File: config.mk
export PLATFORM = sky130hd
export DESIGN_NAME = period_timer
export DESIGN_NICKNAME = d
export VERILOG_FILES = /design/src/rtl/ptmr_pkg.sv /design/src/rtl/tmr_prescaler.sv /design/src/rtl/tmr_postscaler.sv /design/src/rtl/tmr_flag_fsm.sv /design/src/rtl/period_timer.sv
export SDC_FILE = /design/constraint.sdc
export NUM_CORES = 1
export LEC_CHECK = 0
export BUFFER_PORTS_ARGS = -buffer_cell sky130_fd_sc_hd__buf_2
export CORE_MARGIN = 2
export CORE_UTILIZATION = 54
export CTS_BUF_LIST = sky130_fd_sc_hd__clkbuf_4
export CTS_CLUSTER_SIZE = 24
export DETAILED_ROUTE_END_ITERATION = 10
export PLACE_DENSITY = 0.78
export SLEW_MARGIN = 0
export SYNTH_ARGS = -nofsm -noshare
export SYNTH_HDL_FRONTEND = slang
export SYNTH_HIERARCHICAL = 1
export SYNTH_SLANG_ARGS = --single-unit
File: constraint.sdc
create_clock -name clk -period 2.1 [get_ports clk]
set_input_delay 0.315 -clock clk [delete_from_list [all_inputs] [get_ports clk]]
set_output_delay 0.315 -clock clk [all_outputs]
set_load 0.05 [all_outputs]
File: src/rtl/ptmr_pkg.sv
package ptmr_pkg;

    localparam int PRE_SEL_W  = 3;
    localparam int POST_SEL_W = 4;

    typedef enum logic [1:0] {
        REG_COUNT  = 2'd0,
        REG_PERIOD = 2'd1,
        REG_CTRL   = 2'd2,
        REG_STATUS = 2'd3
    } reg_sel_e;

    typedef enum logic [2:0] {
        ACT_HOLD,
        ACT_INC,
        ACT_WRAP,
        ACT_LOAD,
        ACT_EXTCLR
    } cnt_act_e;

    typedef enum logic {
        FLAG_IDLE,
        FLAG_RAISED
    } flag_state_e;

    typedef struct packed {
        logic                  irq_en;
        logic [POST_SEL_W-1:0] post_sel;
        logic [PRE_SEL_W-1:0]  pre_sel;
    } ctrl_t;

endpackage

File: src/rtl/tmr_prescaler.sv
module tmr_prescaler #(
    parameter int SEL_W = 3
) (
    input  logic             clk,
    input  logic             rst_n,
    input  logic             clr,
    input  logic [SEL_W-1:0] sel,
    output logic             tick
);
    localparam int DIV_W = (1 << SEL_W) - 1;

    logic [DIV_W-1:0] div_q;
    logic [DIV_W-1:0] mask;

    always_comb begin
        for (int i = 0; i < DIV_W; i++) begin
            mask[i] = (i < int'(sel));
        end
    end

    assign tick = &(div_q | ~mask);

    always_ff @(posedge clk) begin
        if (!rst_n) begin
            div_q <= '0;
        end else if (clr) begin
            div_q <= '0;
        end else begin
            div_q <= div_q + 1'b1;
        end
    end

    AST_PRE_RESTART: assert property (@(posedge clk) disable iff (!rst_n)
        clr |=> (tick == (sel == '0)));

endmodule

File: src/rtl/tmr_postscaler.sv
module tmr_postscaler #(
    parameter int W = 4
) (
    input  logic         clk,
    input  logic         rst_n,
    input  logic         clr,
    input  logic         adv,
    input  logic [W-1:0] sel,
    output logic         evt
);
    logic [W-1:0] post_q;

    assign evt = adv && !clr && (post_q == sel);

    always_ff @(posedge clk) begin
        if (!rst_n) begin
            post_q <= '0;
        end else if (clr) begin
            post_q <= '0;
        end else if (adv) begin
            post_q <= evt ? '0 : post_q + 1'b1;
        end
    end

    AST_POST_IN_RANGE: assert property (@(posedge clk) disable iff (!rst_n)
        post_q <= sel);

endmodule

File: src/rtl/tmr_flag_fsm.sv
module tmr_flag_fsm
    import ptmr_pkg::*;
(
    input  logic clk,
    input  logic rst_n,
    input  logic set_evt,
    input  logic sw_clr,
    output logic flag
);
    flag_state_e state_q, state_d;

    always_comb begin
        state_d = state_q;
        unique case (state_q)
            FLAG_IDLE:   if (set_evt) state_d = FLAG_RAISED;
            FLAG_RAISED: if (sw_clr && !set_evt) state_d = FLAG_IDLE;
            default:     state_d = FLAG_IDLE;
        endcase
    end

    always_ff @(posedge clk) begin
        if (!rst_n) state_q <= FLAG_IDLE;
        else        state_q <= state_d;
    end

    always_comb begin
        flag = (state_q == FLAG_RAISED);
    end

    AST_SET_WINS: assert property (@(posedge clk) disable iff (!rst_n)
        set_evt |=> flag);
    AST_FLAG_STICKY: assert property (@(posedge clk) disable iff (!rst_n)
        (flag && !sw_clr) |=> flag);

endmodule

File: src/rtl/period_timer.sv
module period_timer
    import ptmr_pkg::*;
#(
    parameter int CNT_W = 8
) (
    input  logic             clk,
    input  logic             rst_n,
    input  logic             ext_clr,
    input  logic             wr_en,
    input  logic [1:0]       wr_addr,
    input  logic [CNT_W-1:0] wr_data,
    input  logic [1:0]       rd_addr,
    output logic [CNT_W-1:0] rd_data,
    output logic             irq
);
    localparam int CTRL_W = $bits(ctrl_t);

    logic [CNT_W-1:0] cnt_q, per_q;
    ctrl_t            ctrl_q;
    logic             wr_cnt, wr_per, wr_ctrl, wr_stat;
    logic             div_clr, tick, match, post_evt, flag;
    cnt_act_e         act;

    always_comb begin
        wr_cnt  = wr_en && (reg_sel_e'(wr_addr) == REG_COUNT);
        wr_per  = wr_en && (reg_sel_e'(wr_addr) == REG_PERIOD);
        wr_ctrl = wr_en && (reg_sel_e'(wr_addr) == REG_CTRL);
        wr_stat = wr_en && (reg_sel_e'(wr_addr) == REG_STATUS);
    end

    assign div_clr = ext_clr || wr_cnt || wr_ctrl;
    assign match   = tick && (cnt_q == per_q);

    tmr_prescaler #(.SEL_W(PRE_SEL_W)) pre_i (
        .clk  (clk),
        .rst_n(rst_n),
        .clr  (div_clr),
        .sel  (ctrl_q.pre_sel),
        .tick (tick)
    );

    tmr_postscaler #(.W(POST_SEL_W)) post_i (
        .clk  (clk),
        .rst_n(rst_n),
        .clr  (div_clr),
        .adv  (match),
        .sel  (ctrl_q.post_sel),
        .evt  (post_evt)
    );

    tmr_flag_fsm flag_i (
        .clk    (clk),
        .rst_n  (rst_n),
        .set_evt(post_evt),
        .sw_clr (wr_stat && wr_data[0]),
        .flag   (flag)
    );

    always_comb begin
        if (ext_clr)     act = ACT_EXTCLR;
        else if (wr_cnt) act = ACT_LOAD;
        else if (!tick)  act = ACT_HOLD;
        else if (match)  act = ACT_WRAP;
        else             act = ACT_INC;
    end

    always_ff @(posedge clk) begin
        if (!rst_n) begin
            cnt_q <= '0;
        end else begin
            unique case (act)
                ACT_EXTCLR: cnt_q <= '0;
                ACT_LOAD:   cnt_q <= wr_data;
                ACT_HOLD:   cnt_q <= cnt_q;
                ACT_WRAP:   cnt_q <= '0;
                ACT_INC:    cnt_q <= cnt_q + 1'b1;
                default:    cnt_q <= cnt_q;
            endcase
        end
    end

    always_ff @(posedge clk) begin
        if (!rst_n) begin
            per_q  <= '1;
            ctrl_q <= '0;
        end else begin
            if (wr_per)  per_q  <= wr_data;
            if (wr_ctrl) ctrl_q <= ctrl_t'(wr_data[CTRL_W-1:0]);
        end
    end

    always_comb begin
        rd_data = '0;
        unique case (reg_sel_e'(rd_addr))
            REG_COUNT:  rd_data = cnt_q;
            REG_PERIOD: rd_data = per_q;
            REG_CTRL:   rd_data[CTRL_W-1:0] = ctrl_q;
            REG_STATUS: rd_data[0] = flag;
            default:    rd_data = '0;
        endcase
    end

    assign irq = flag && ctrl_q.irq_en;

    AST_WRAP_TO_ZERO: assert property (@(posedge clk) disable iff (!rst_n)
        (tick && (cnt_q == per_q) && !ext_clr && !wr_cnt) |=> (cnt_q == '0));
    AST_EXT_CLEARS: assert property (@(posedge clk) disable iff (!rst_n)
        ext_clr |=> (cnt_q == '0));
    AST_CTRL_KEEPS_COUNT: assert property (@(posedge clk) disable iff (!rst_n)
        (wr_ctrl && !ext_clr && !tick) |=> $stable(cnt_q));
    AST_CNT_HOLD: assert property (@(posedge clk) disable iff (!rst_n)
        (!tick && !ext_clr && !wr_cnt) |=> $stable(cnt_q));

endmodule

== Word-level counts from Yosys, hierarchy flattened ==
Cells that the tools add are included.

* Output and inout port bits: 9
* Input port bits: 16
* Word-level logic and storage cells: 65
* Bits in registers: 36

* Multiplexer cells: 11
* Order comparisons: 7
* Add/subtract/negate cells: 3
* Reduce and logical (&&, ||, !) cells: 20
* Equality and inequality tests: 12
* Bitwise gates (word level): 4

{| class="wikitable"
|+ Operators by type and width
! cell !! count
|-
| case mux 8 bit (3 select lines) || 1
|-
| case mux 7 bit (3 select lines) || 1
|-
| logical AND 1 bit || 10
|-
| < comparator 3 bit, first input constant || 3
|-
| adder 8 x 1 -> 8 bit, second input constant || 1
|-
| equality test 2 bit, second input constant || 4
|-
| equality test 8 bit || 1
|-
| adder 7 x 1 -> 7 bit, second input constant || 1
|-
| NOT 7 bit || 1
|-
| OR 7 bit || 1
|-
| AND reduction 7 bit || 1
|-
| equality test 3 x 2 -> 1 bit, second input constant || 2
|-
| < comparator 1 x 3 -> 1 bit, first input constant || 2
|-
| < comparator 2 x 3 -> 1 bit, first input constant || 2
|-
| two-way mux 2 bit || 3
|-
| adder 4 x 1 -> 4 bit, second input constant || 1
|-
| equality test 2 x 1 -> 1 bit, second input constant || 2
|-
| equality test 4 bit || 1
|-
| zero test 2 bit || 2
|-
| two-way mux 4 bit || 1
|-
| case mux 1 bit (4 select lines) || 1
|-
| OR reduction 2 bit || 2
|-
| equality test 3 x 1 -> 1 bit, second input constant || 1
|-
| equality test 3 bit, second input constant || 1
|-
| 7 further kinds || 11
|}

== Longest topological paths before layout ==
Gate-level depths: netlist of run 1.

* Word-level depth: 12
* Depth in mapped cells: 9
* Mapped depth without buffers: 9

== By module ==
The synthesis of run 1 kept the hierarchy.

{| class="wikitable"
|+ Modules (own cells, without submodules)
! module !! area each (um2) !! cells each !! sequential area each (um2) !! instances
|-
| period_timer || 1,423.9 || 178 || 480.5 || 1
|-
| tmr_prescaler || 309.0 || 36 || 140.1 || 1
|-
| tmr_postscaler || 239.0 || 23 || 80.1 || 1
|-
| tmr_flag_fsm || 41.3 || 3 || 20.0 || 1
|}

== Worst setup path after synthesis of run 1 ==
OpenSTA, ideal clock, no wires.

* Path type: register -> register
* Start point: reg ctrl_q[0] (netlist name)
* End point: reg flag_i.state_q (netlist: flag_i/flag)
* Data required time: 2.042 ns
* Path slack: -0.132 ns
* Stages on the path, launching flop included: 10
* Setup time: 0.058 ns
* Path buffers: 0
* Arrival time: 2.174 ns
* Clock period less this slack: 2.232 ns
* Cell sequence: dfxtp_1 > inv_1 > o21ai_0 > a211o_1 > a222oi_1 > inv_1 > nor2_1 > nor3b_2 > and2_1 > o21a_1

* Cells in the longest elaborated chain, start to end: 11
* Elaborated cells between the ends (all ways): 18
* Classes of those cells: order compare (7); mux (3); bitwise (2); reduce/logical (6)

{| class="wikitable"
|+ RTL lines
! what !! line !! source
|-
| from (decl) || period_timer.sv:19 || <nowiki>ctrl_t ctrl_q;</nowiki>
|-
| from (signal assigned) || period_timer.sv:88 || <nowiki>if (wr_ctrl) ctrl_q <= ctrl_t'(wr_data[CTRL_W-1:0]);</nowiki>
|-
| < comparator 1 x 3 -> 1 bit, or another cell as far along || tmr_prescaler.sv:17 || <nowiki>mask[i] = (i < int'(sel));</nowiki>
|-
| NOT 7 bit * || tmr_prescaler.sv:21 || <nowiki>assign tick = &(div_q | ~mask);</nowiki>
|-
| OR 7 bit * || tmr_prescaler.sv:21 ||
|-
| AND reduction 7 bit * || tmr_prescaler.sv:21 ||
|-
| via tick || period_timer.sv:21 || <nowiki>logic div_clr, tick, match, post_evt, flag;</nowiki>
|-
| logical AND 1 bit * || period_timer.sv:32 || <nowiki>assign match = tick && (cnt_q == per_q);</nowiki>
|-
| via match || period_timer.sv:21 ||
|-
| logical AND 1 bit * (2 in series) || tmr_postscaler.sv:13 || <nowiki>assign evt = adv && !clr && (post_q == sel);</nowiki>
|-
| via post_evt || period_timer.sv:21 ||
|-
| zero test 1 bit || tmr_flag_fsm.sv:16 || <nowiki>FLAG_RAISED: if (sw_clr && !set_evt) state_d = FLAG_IDLE;</nowiki>
|-
| logical AND 1 bit || tmr_flag_fsm.sv:16 ||
|-
| two-way mux 1 bit || tmr_flag_fsm.sv:16 ||
|-
| case mux 1 bit (2 select lines) * || tmr_flag_fsm.sv:14 || <nowiki>unique case (state_q)</nowiki>
|-
| to (signal assigned) || tmr_flag_fsm.sv:23 || <nowiki>else state_q <= state_d;</nowiki>
|-
| to (decl) || tmr_flag_fsm.sv:10 || <nowiki>flag_state_e state_q, state_d;</nowiki>
|}

Mark *: on every way through the listed nets, which the timed path passes. The rest lies on a longest branch.
A chain may end at the register's enable or synchronous reset.

== Final worst setup path of run 1 ==
* Start point: reg pre_i.div_q[0]
* End point: reg cnt_q[4]

* Cells in the longest elaborated chain, start to end: 10
* Elaborated cells between the ends (all ways): 14
* Classes of those cells: eq/ne (4); mux (5); bitwise (1); reduce/logical (4)

{| class="wikitable"
|+ RTL lines
! what !! line !! source
|-
| from (decl) || tmr_prescaler.sv:12 || <nowiki>logic [DIV_W-1:0] div_q;</nowiki>
|-
| from (signal assigned) || tmr_prescaler.sv:29 || <nowiki>div_q <= div_q + 1'b1;</nowiki>
|-
| OR 7 bit * || tmr_prescaler.sv:21 ||
|-
| AND reduction 7 bit * || tmr_prescaler.sv:21 ||
|-
| via tick || period_timer.sv:21 ||
|-
| logical AND 1 bit || period_timer.sv:32 ||
|-
| two-way mux 2 bit || period_timer.sv:63 || <nowiki>else if (match) act = ACT_WRAP;</nowiki>
|-
| two-way mux 2 bit * || period_timer.sv:62 || <nowiki>else if (!tick) act = ACT_HOLD;</nowiki>
|-
| two-way mux 2 bit * || period_timer.sv:61 || <nowiki>else if (wr_cnt) act = ACT_LOAD;</nowiki>
|-
| two-way mux 3 bit * || period_timer.sv:60 || <nowiki>if (ext_clr) act = ACT_EXTCLR;</nowiki>
|-
| equality test 3 x 2 -> 1 bit / equality test 3 bit (equally long branches) || period_timer.sv:71 || <nowiki>unique case (act)</nowiki>
|-
| OR reduction 2 bit (no line) || - ||
|-
| case mux 8 bit (3 select lines) / nonzero test 3 bit (equally long branches) || - ||
|-
| to (signal assigned) || period_timer.sv:73 || <nowiki>ACT_LOAD: cnt_q <= wr_data;</nowiki>
|-
| to (signal assigned) || period_timer.sv:74 || <nowiki>ACT_HOLD: cnt_q <= cnt_q;</nowiki>
|-
| to (signal assigned) || period_timer.sv:76 || <nowiki>ACT_INC: cnt_q <= cnt_q + 1'b1;</nowiki>
|-
| to (decl) || period_timer.sv:18 || <nowiki>logic [CNT_W-1:0] cnt_q, per_q;</nowiki>
|}

Marked as above.

==> flow_metrics.env, run 1 <==
export IMPL_status="complete, no violations"
export IMPL_track_usage_pct=26.15
export IMPL_postRouteWirelength_um=4936
export IMPL_io_pins=25
export IMPL_grt_overflow=0
export IMPL_slew_headroom_pct=56.45
export IMPL_syn_area_mm2=0.002013
export IMPL_dr_first_iter_drc_count=119
export IMPL_synthCells=240
export IMPL_drive_above_1_share_pct=29.07
export IMPL_start_util_pct=55.41
export IMPL_slew_viol_final=0
export IMPL_tritoncts="built"
export IMPL_cts_max_level=2
export IMPL_drc_errors=0
export IMPL_clockPowerShare_pct=26.9
export IMPL_synth_area_leaders="dfxtp_1 36%, mux2i_1 8.0%, nand2_1 7.5%"
export IMPL_fin_nets=307
export IMPL_worstPathMaxFanout=4
export IMPL_die_h_um=65.06
export IMPL_synth_top_area_share_pct=35.80
export IMPL_port_buffers=24
export IMPL_clk_latency_ns=0.35
export IMPL_leakage_nw=1.060
export IMPL_rows=22
export IMPL_setup_tns_final_ns=0
export IMPL_crit_required_ns=2.36
export IMPL_cp_slowest_cell="a222oi_1"
export IMPL_cp_data_arrival_time_ns=2.33
export IMPL_p_seq_share_pct=54.1
export IMPL_rrSetupSlack_ns=0.03
export IMPL_rsz0062_at_grt="true"
export IMPL_coreArea_mm2=0.003633
export IMPL_cp_start_kind="flop"
export IMPL_grt_max_degree=14
export IMPL_synth_most_common_cell="nand2_1"
export IMPL_yosysWarnings=6
export IMPL_power_frac_comb_pct=19.0
export IMPL_internal_power_mw=0.9206
export IMPL_fin_crit_ns=2.068
export IMPL_hold_viol=0
export IMPL_final_cells=337
export IMPL_yosysSeqAreaShare_pct=35.80
export IMPL_fin_crit_sh_pct=98.48
export IMPL_area_growth_pct=21.07
export IMPL_vias=1876
export IMPL_ant_nets=0
export IMPL_synth_edf_count=0
export IMPL_dp_cells=325
export IMPL_critical_path_buf_inv_count=1
export IMPL_grt_pass1_vias=1789
export IMPL_dieArea_mm2=0.004233
export IMPL_synth_ff_type="dfxtp_1"
export IMPL_die_w_um=65.06
export IMPL_grt_pass1_wl_um=8355
export IMPL_synthArstFlopShare_pct=0
export IMPL_min_to="per_q[4]"
export IMPL_vias_per_cell=5.567
export IMPL_worstMarginPinSlew_ns=0.6508
export IMPL_placed_area_mm2=0.002312
export IMPL_firstDrtPassIters=4
export IMPL_routedWlPerCell_um=14.65
export IMPL_path_delay_family="compound AO/OA/AOI/OAI gates"
export IMPL_critical_path_endpoint_type="flop"
export IMPL_syn_avg_cell_area_um2=8.388
export IMPL_r2r_start="pre_i/div_q[0]"
export IMPL_antenna_found_initial=0
export IMPL_ys_types=43
export IMPL_synth_nets=259
export IMPL_diodes=0
export IMPL_fin_area_mm2=0.002437
export IMPL_place_ws_ns=-0.05458
export IMPL_max_cap_violations=0
export IMPL_clk_path_buf_depth=2
export IMPL_timing_final_ws_setup_ns=0.03183
export IMPL_r2r_end="cnt_q[4]"
export IMPL_critPathMaxStageDelay_ns=0.42
export IMPL_cts_buffers=5
export IMPL_hold_path_startpoint="wr_data[4]"
export IMPL_yosysTopAreaCell="dfxtp_1"
export IMPL_yosys_top_cells_count="40 x nand2_1, 36 x dfxtp_1, 22 x nor2_1, 18 x nand3_1, 17 x xor2_1"
export IMPL_p_per_area_mw_per_mm2=549.1
export IMPL_dpl_hpwl_um=3634
export IMPL_peakVddDrop_uv=382.0
export IMPL_clk_pin_slew_ns=0.11
export IMPL_clock_skew_ns=0.01153
export IMPL_yosys_register_bits=36
export IMPL_finalSetupViolations=0
export IMPL_p_switching_mw=0.4177
export IMPL_whs_path_depth=3
export IMPL_min_path_type="primary input to flop"
export IMPL_gp_congestion=0.9016
export IMPL_crit_chain="nand4_1, a211o_1, a222oi_1, inv_2, nor3_4, nand3_2, o311ai_2"
export IMPL_r2r_cells=7
export IMPL_clockRootBuffer="clkbuf_4"
export IMPL_swShare_pct=31.21
export IMPL_max_clock_freq_mhz=483.5
export IMPL_crit_type="flop to flop"
export IMPL_clock_sinks=36
==> state kept, by name, indices dropped and copies added (netlist names) <==
| signal | cells |
|---|---|
| pre_i/div_q | 7 |
| per_q | 8 |
| post_i/post_q | 4 |
| cnt_q | 8 |
| ctrl_q | 8 |
| flag_i/flag | 1 |
==> timing repair <==
action                                  4_1_cts  5_1_grt
endpoints found under the setup margin        3       13
gates cloned                                  0        0
buffers inserted                              1        4
gates resized for setup                       1       12
pin swaps                                     1        7
hold buffers                                  0        0
==> placed cells by master, fill, tap and decap left out, types with 2 or more instances in the layout <==
master	count
or2_2	3
o21ai_1	7
nand4_1	2
a21oi_1	4
o21a_1	2
a211oi_1	5
a31oi_1	2
clkbuf_4	5
dfxtp_1	32
dfxtp_2	4
nand2b_1	3
and2_1	3
a21oi_2	2
o21ai_0	6
buf_4	23
mux2i_1	16
nor3_1	2
nand2_1	40
nor4_2	2
buf_2	24
clkinv_2	2
xnor2_1	4
inv_2	2
nor2_1	21
o311ai_1	2
ha_1	3
nor3b_2	2
nand3_1	18
xor2_1	17
inv_1	8
==> power by group through the flow <==
stage / clock network [mW] / registers [mW] / logic (mW)
2_1_floorplan: 0 / 0.735 / 0.161
3_3_place_gp: 0 / 0.738 / 0.233
3_5_place_dp: 0 / 0.739 / 0.236
4_1_cts: 0.371 / 0.723 / 0.243
5_1_grt: 0.410 / 0.728 / 0.275
6_report: 0.360 / 0.724 / 0.255
==> stage by stage <==
step	total power, mW	hold slack [ns]	util, %
floorplan	0.8964	0.4325	-
global placement	0.9706	0.4869	63.64
detailed placement	0.9745	0.4921	63.64
CTS	1.337	0.2011	65.43
global route	1.413	0.1969	67.08
finish	1.338	0.2091	67.08
==> worst min-delay path, stage by stage <==
cell	delay, ns
buf_2	0.10
nand2_1	0.05
nand3_1	0.07
==> area by class of cell <==
type	instances	area, um2
Clock buffer	5	37.54
Clock inverter	3	13.76
Tap cell	48	60.06
Sequential cell	36	725.7
Multi-Input combinational cell	187	1259
Timing Repair Buffer	48	304.0
Fill cell	335	1196
Inverter	10	37.54
==> logic make-up after synthesis <==
| group | after synthesis | share of synthesized area (%) |
|---|---|---|
| simple gates | 108 | 27.22 |
| compound gates | 38 | 13.36 |
| buf+inv | 17 | 3.543 |
| fa+ha+maj | 3 | 1.865 |
| mux | 17 | 9.074 |
| xor+xnor | 21 | 9.136 |
| flops | 36 | 35.80 |
==> how the worst max path moves through the flow <==
stage	startpoint	end	slack, ns	cells past startpoint
2_1_floorplan	ctrl_q[0]	flag_i/flag	-0.06	9
3_3_place_gp	ctrl_q[0]	cnt_q[4]	0.05	8
3_5_place_dp	pre_i/div_q[3]	cnt_q[4]	-0.05	7
4_1_cts	pre_i/div_q[3]	cnt_q[2]	-0.002	9
5_1_grt	pre_i/div_q[0]	cnt_q[4]	-0.1	7
6_report	pre_i/div_q[0]	cnt_q[4]	0.03	7
==> metal layers <==
layer	GRT usage (%)	vias to the layer above	routed length, um
li1	-	937	-
met1	34.28	887	2276
met2	43.17	47	2406
met3	5.903	5	195
met4	7.552	0	58
met5	0	-	0
No activity file was read; power rests on OpenSTA's default activity.
==> run 2: changes to the inputs <==
--- a/config.mk
+++ b/config.mk
@@ -5,14 +5,14 @@
 export SDC_FILE = /design/constraint.sdc
 export NUM_CORES = 1
 export LEC_CHECK = 0
+export ABC_AREA = 1
 export BUFFER_PORTS_ARGS = -buffer_cell sky130_fd_sc_hd__buf_2
-export CORE_MARGIN = 2
 export CORE_UTILIZATION = 54
 export CTS_BUF_LIST = sky130_fd_sc_hd__clkbuf_4
 export CTS_CLUSTER_SIZE = 24
 export DETAILED_ROUTE_END_ITERATION = 10
 export PLACE_DENSITY = 0.78
-export SLEW_MARGIN = 0
+export SLEW_MARGIN = 20
 export SYNTH_ARGS = -nofsm -noshare
 export SYNTH_HDL_FRONTEND = slang
 export SYNTH_HIERARCHICAL = 1
==> run 2 against run 1 <==
Against the previous run: non-clock buffer count down 19; worst setup slack better by 0.30 ns; hold slack better by 0.023 ns; register-to-register slack better by 0.31 ns; via count up 10%; final area down 2.9%; flip-flop and latch count unchanged.
==> flow_metrics.env, run 2 <==
export IMPL_slew_headroom_pct=64.63
export IMPL_crit_chain="buf_2, inv_1, nor2_1, nand2_1, nand3_1, buf_2"
export IMPL_coreArea_mm2=0.003716
export IMPL_whs_path_depth=3
export IMPL_p_seq_share_pct=53.2
export IMPL_synth_xor_area_share_pct=4.953
export IMPL_clock_skew_ns=0.009988
export IMPL_synth_nets=343
export IMPL_clockPowerShare_pct=26.8
export IMPL_area_growth_pct=11.50
export IMPL_reg_largest_list="cnt_q x8, ctrl_q x8, per_q x8"
export IMPL_vias_per_cell=5.124
export IMPL_r2r_cells=11
export IMPL_clockRootBuffer="clkbuf_4"
export IMPL_power_mw=1.407
export IMPL_cp_common_cell="buf_2"
export IMPL_die_h_um=64.69
export IMPL_tritoncts="built"
export IMPL_die_w_um=64.69
export IMPL_port_buffers=24
export IMPL_track_usage_pct=26.00
export IMPL_post_cts_resized=0
export IMPL_path_delay_family="simple AND/OR/NAND/NOR gates"
export IMPL_internal_power_mw=0.9616
export IMPL_clk_path_buf_depth=2
export IMPL_dieArea_mm2=0.004184
export IMPL_dr_first_iter_drc_count=169
export IMPL_synth_ff_type="dfxtp_1"
export IMPL_yosysWarnings=6
export IMPL_hold_viol=0
export IMPL_syn_area_mm2=0.002122
export IMPL_fin_nets=373
export IMPL_fin_crit_sh_pct=84.15
export IMPL_diodes=0
export IMPL_clk_latency_ns=0.34
export IMPL_swShare_pct=31.66
export IMPL_fillCellCount=354
export IMPL_postCtsSetupRepairBufs=0
export IMPL_antenna_found_initial=0
export IMPL_status="complete, no violations"
export IMPL_cts_buffers=5
export IMPL_synthCells=324
export IMPL_power_frac_comb_pct=20.0
export IMPL_dpl_hpwl_um=3714
export IMPL_timing_final_ws_setup_ns=0.3328
export IMPL_critPathMaxStageDelay_ns=0.41
export IMPL_cp_slowest_cell="nor2_1"
export IMPL_rsz0062_at_grt="false"
export IMPL_synth_compound_area_share_pct=14.39
export IMPL_synth_most_common_cell="nand2_1"
export IMPL_yosysTopAreaCell="dfxtp_1"
export IMPL_grt_pass1_wl_um=8376
export IMPL_worstMarginPinSlew_ns=0.5287
export IMPL_crit_type="primary input to output pin"
export IMPL_cts_max_level=2
export IMPL_synthMuxAreaShare_pct=0.4717
export IMPL_setup_tns_final_ns=0
export IMPL_synth_edf_count=0
export IMPL_rows=22
export IMPL_p_per_area_mw_per_mm2=594.7
export IMPL_postCtsHoldBufs=0
export IMPL_cp_data_arrival_time_ns=1.45
export IMPL_slew_viol_final=0
export IMPL_finalSetupViolations=0
export IMPL_vias=2065
export IMPL_synth_top_family_by_area="simple AND/OR/NAND/NOR gates"
export IMPL_io_pins=25
export IMPL_cp_start_kind="primary input"
export IMPL_synth_area_leaders="dfxtp_1 34%, nand2_1 16%, inv_1 8.1%"
export IMPL_fin_crit_ns=1.767
export IMPL_leakage_nw=1.080
export IMPL_drive_above_1_share_pct=15.49
export IMPL_grt_max_degree=27
export IMPL_synth_simple_area_share_pct=34.02
export IMPL_syn_avg_cell_area_um2=6.549
export IMPL_grt_pass1_vias=1881
export IMPL_grt_overflow=0
export IMPL_place_ws_ns=0.3715
export IMPL_routedWlPerCell_um=11.86
export IMPL_peakVddDrop_uv=295.8
export IMPL_critical_path_endpoint_type="output pin"
export IMPL_gp_congestion=0.8785
export IMPL_path_depth=6
export IMPL_critical_path_buf_inv_count=3
export IMPL_firstDrtPassIters=4
export IMPL_yosysSeqAreaShare_pct=33.96
export IMPL_clock_sinks=36
export IMPL_postRouteWirelength_um=4779
export IMPL_max_cap_violations=0
export IMPL_crit_required_ns=1.78
export IMPL_synth_top_area_share_pct=33.96
export IMPL_synthAdderAreaFrac_pct=1.769
export IMPL_ys_types=31
export IMPL_min_path_type="primary input to flop"
export IMPL_placed_area_mm2=0.002310
export IMPL_drc_errors=0
export IMPL_worstPathMaxFanout=8
export IMPL_yosys_top_cells_count="90 x nand2_1, 46 x inv_1, 36 x dfxtp_1, 27 x nor2_1, 26 x nand3_1"
export IMPL_ant_nets=0
export IMPL_yosys_register_bits=36
export IMPL_final_cell_mix="90 x nand2_1, 46 x inv_1, 36 x dfxtp_1, 27 x nor2_1, 26 x nand3_1"
export IMPL_max_clock_freq_mhz=565.9
export IMPL_p_switching_mw=0.4455
export IMPL_mostFrequentLayoutCell="nand2_1"
export IMPL_fin_area_mm2=0.002366
export IMPL_synthArstFlopShare_pct=0
export IMPL_start_util_pct=57.10
export IMPL_clk_pin_slew_ns=0.11
## run 2: kinds of logic (layout without fill, tap and decap cells)
family,count (synthesis),after routing
compound gates,54,54
flops,36,36
buf+inv,57,88
fa+ha+maj,3,3
xor+xnor,12,12
simple gates,161,161
mux,1,1
## run 2: worst paths after layout
check	start	to	slack, ns
worst max-delay path	rd_addr[1]	rd_data[6]	0.33
worst max register to register	cnt_q[0]	flag_i/flag	0.34
worst min register to register	ctrl_q[7]	ctrl_q[7]	0.48
worst min-delay path	wr_data[5]	per_q[5]	0.23
## run 2: metrics by stage
stage / instances / util [%] / hold WS [ns]
floorplan: 324 / - / 0.4365
global placement: 395 / 62.15 / 0.4551
detailed placement: 395 / 62.15 / 0.4588
CTS: 403 / 63.67 / 0.2210
global route: 403 / 63.67 / 0.2245
finish: 403 / 63.67 / 0.2322
## run 2: worst register-to-register path: stages (launching register included)
cell and delay, ns:
dfxtp_1 0.46, xnor2_1 0.17, nand2_1 0.08, nor2_1 0.19, nand2_4 0.12, nor2_1 0.17, nand2_1 0.09, nor2_2 0.12
nand3_2 0.09, inv_1 0.06, inv_1 0.05, a21oi_2 0.11
## run 2: layout make-up
cell class              instances  area [um2]  area share [%]
multi-input cells             231        1180           49.87
flip-flops and latches         36       720.7           30.46
inverters                      51       191.4           8.091
repair buffers                 29       157.7           6.663
well taps                      48       60.06           2.538
clock buffers                   7       52.55           2.221
clock inverters                 1       3.754          0.1586
## run 2: power by group through the flow
| stage | logic [mW] | clock network (mW) | registers [mW] |
|---|---|---|---|
| 6_report | 0.281 | 0.377 | 0.749 |
| 5_1_grt | 0.313 | 0.416 | 0.755 |
| 4_1_cts | 0.281 | 0.387 | 0.749 |
| 3_5_place_dp | 0.279 | 0 | 0.765 |
| 3_3_place_gp | 0.276 | 0 | 0.764 |
| 2_1_floorplan | 0.209 | 0 | 0.752 |
## run 2: metal layers
| metal | routed length [um] | track usage, % | part of all wire [%] | vias up |
|---|---|---|---|---|
| met2 | 2372 | 44.08 | 50 | 35 |
| met1 | 2169 | 33.22 | 45 | 943 |
| met3 | 193 | 5.282 | 4.0 | 5 |
| li1 | - | - | - | 1082 |
| met5 | 0 | 0 | 0 | - |
| met4 | 42 | 7.222 | 0.88 | 0 |
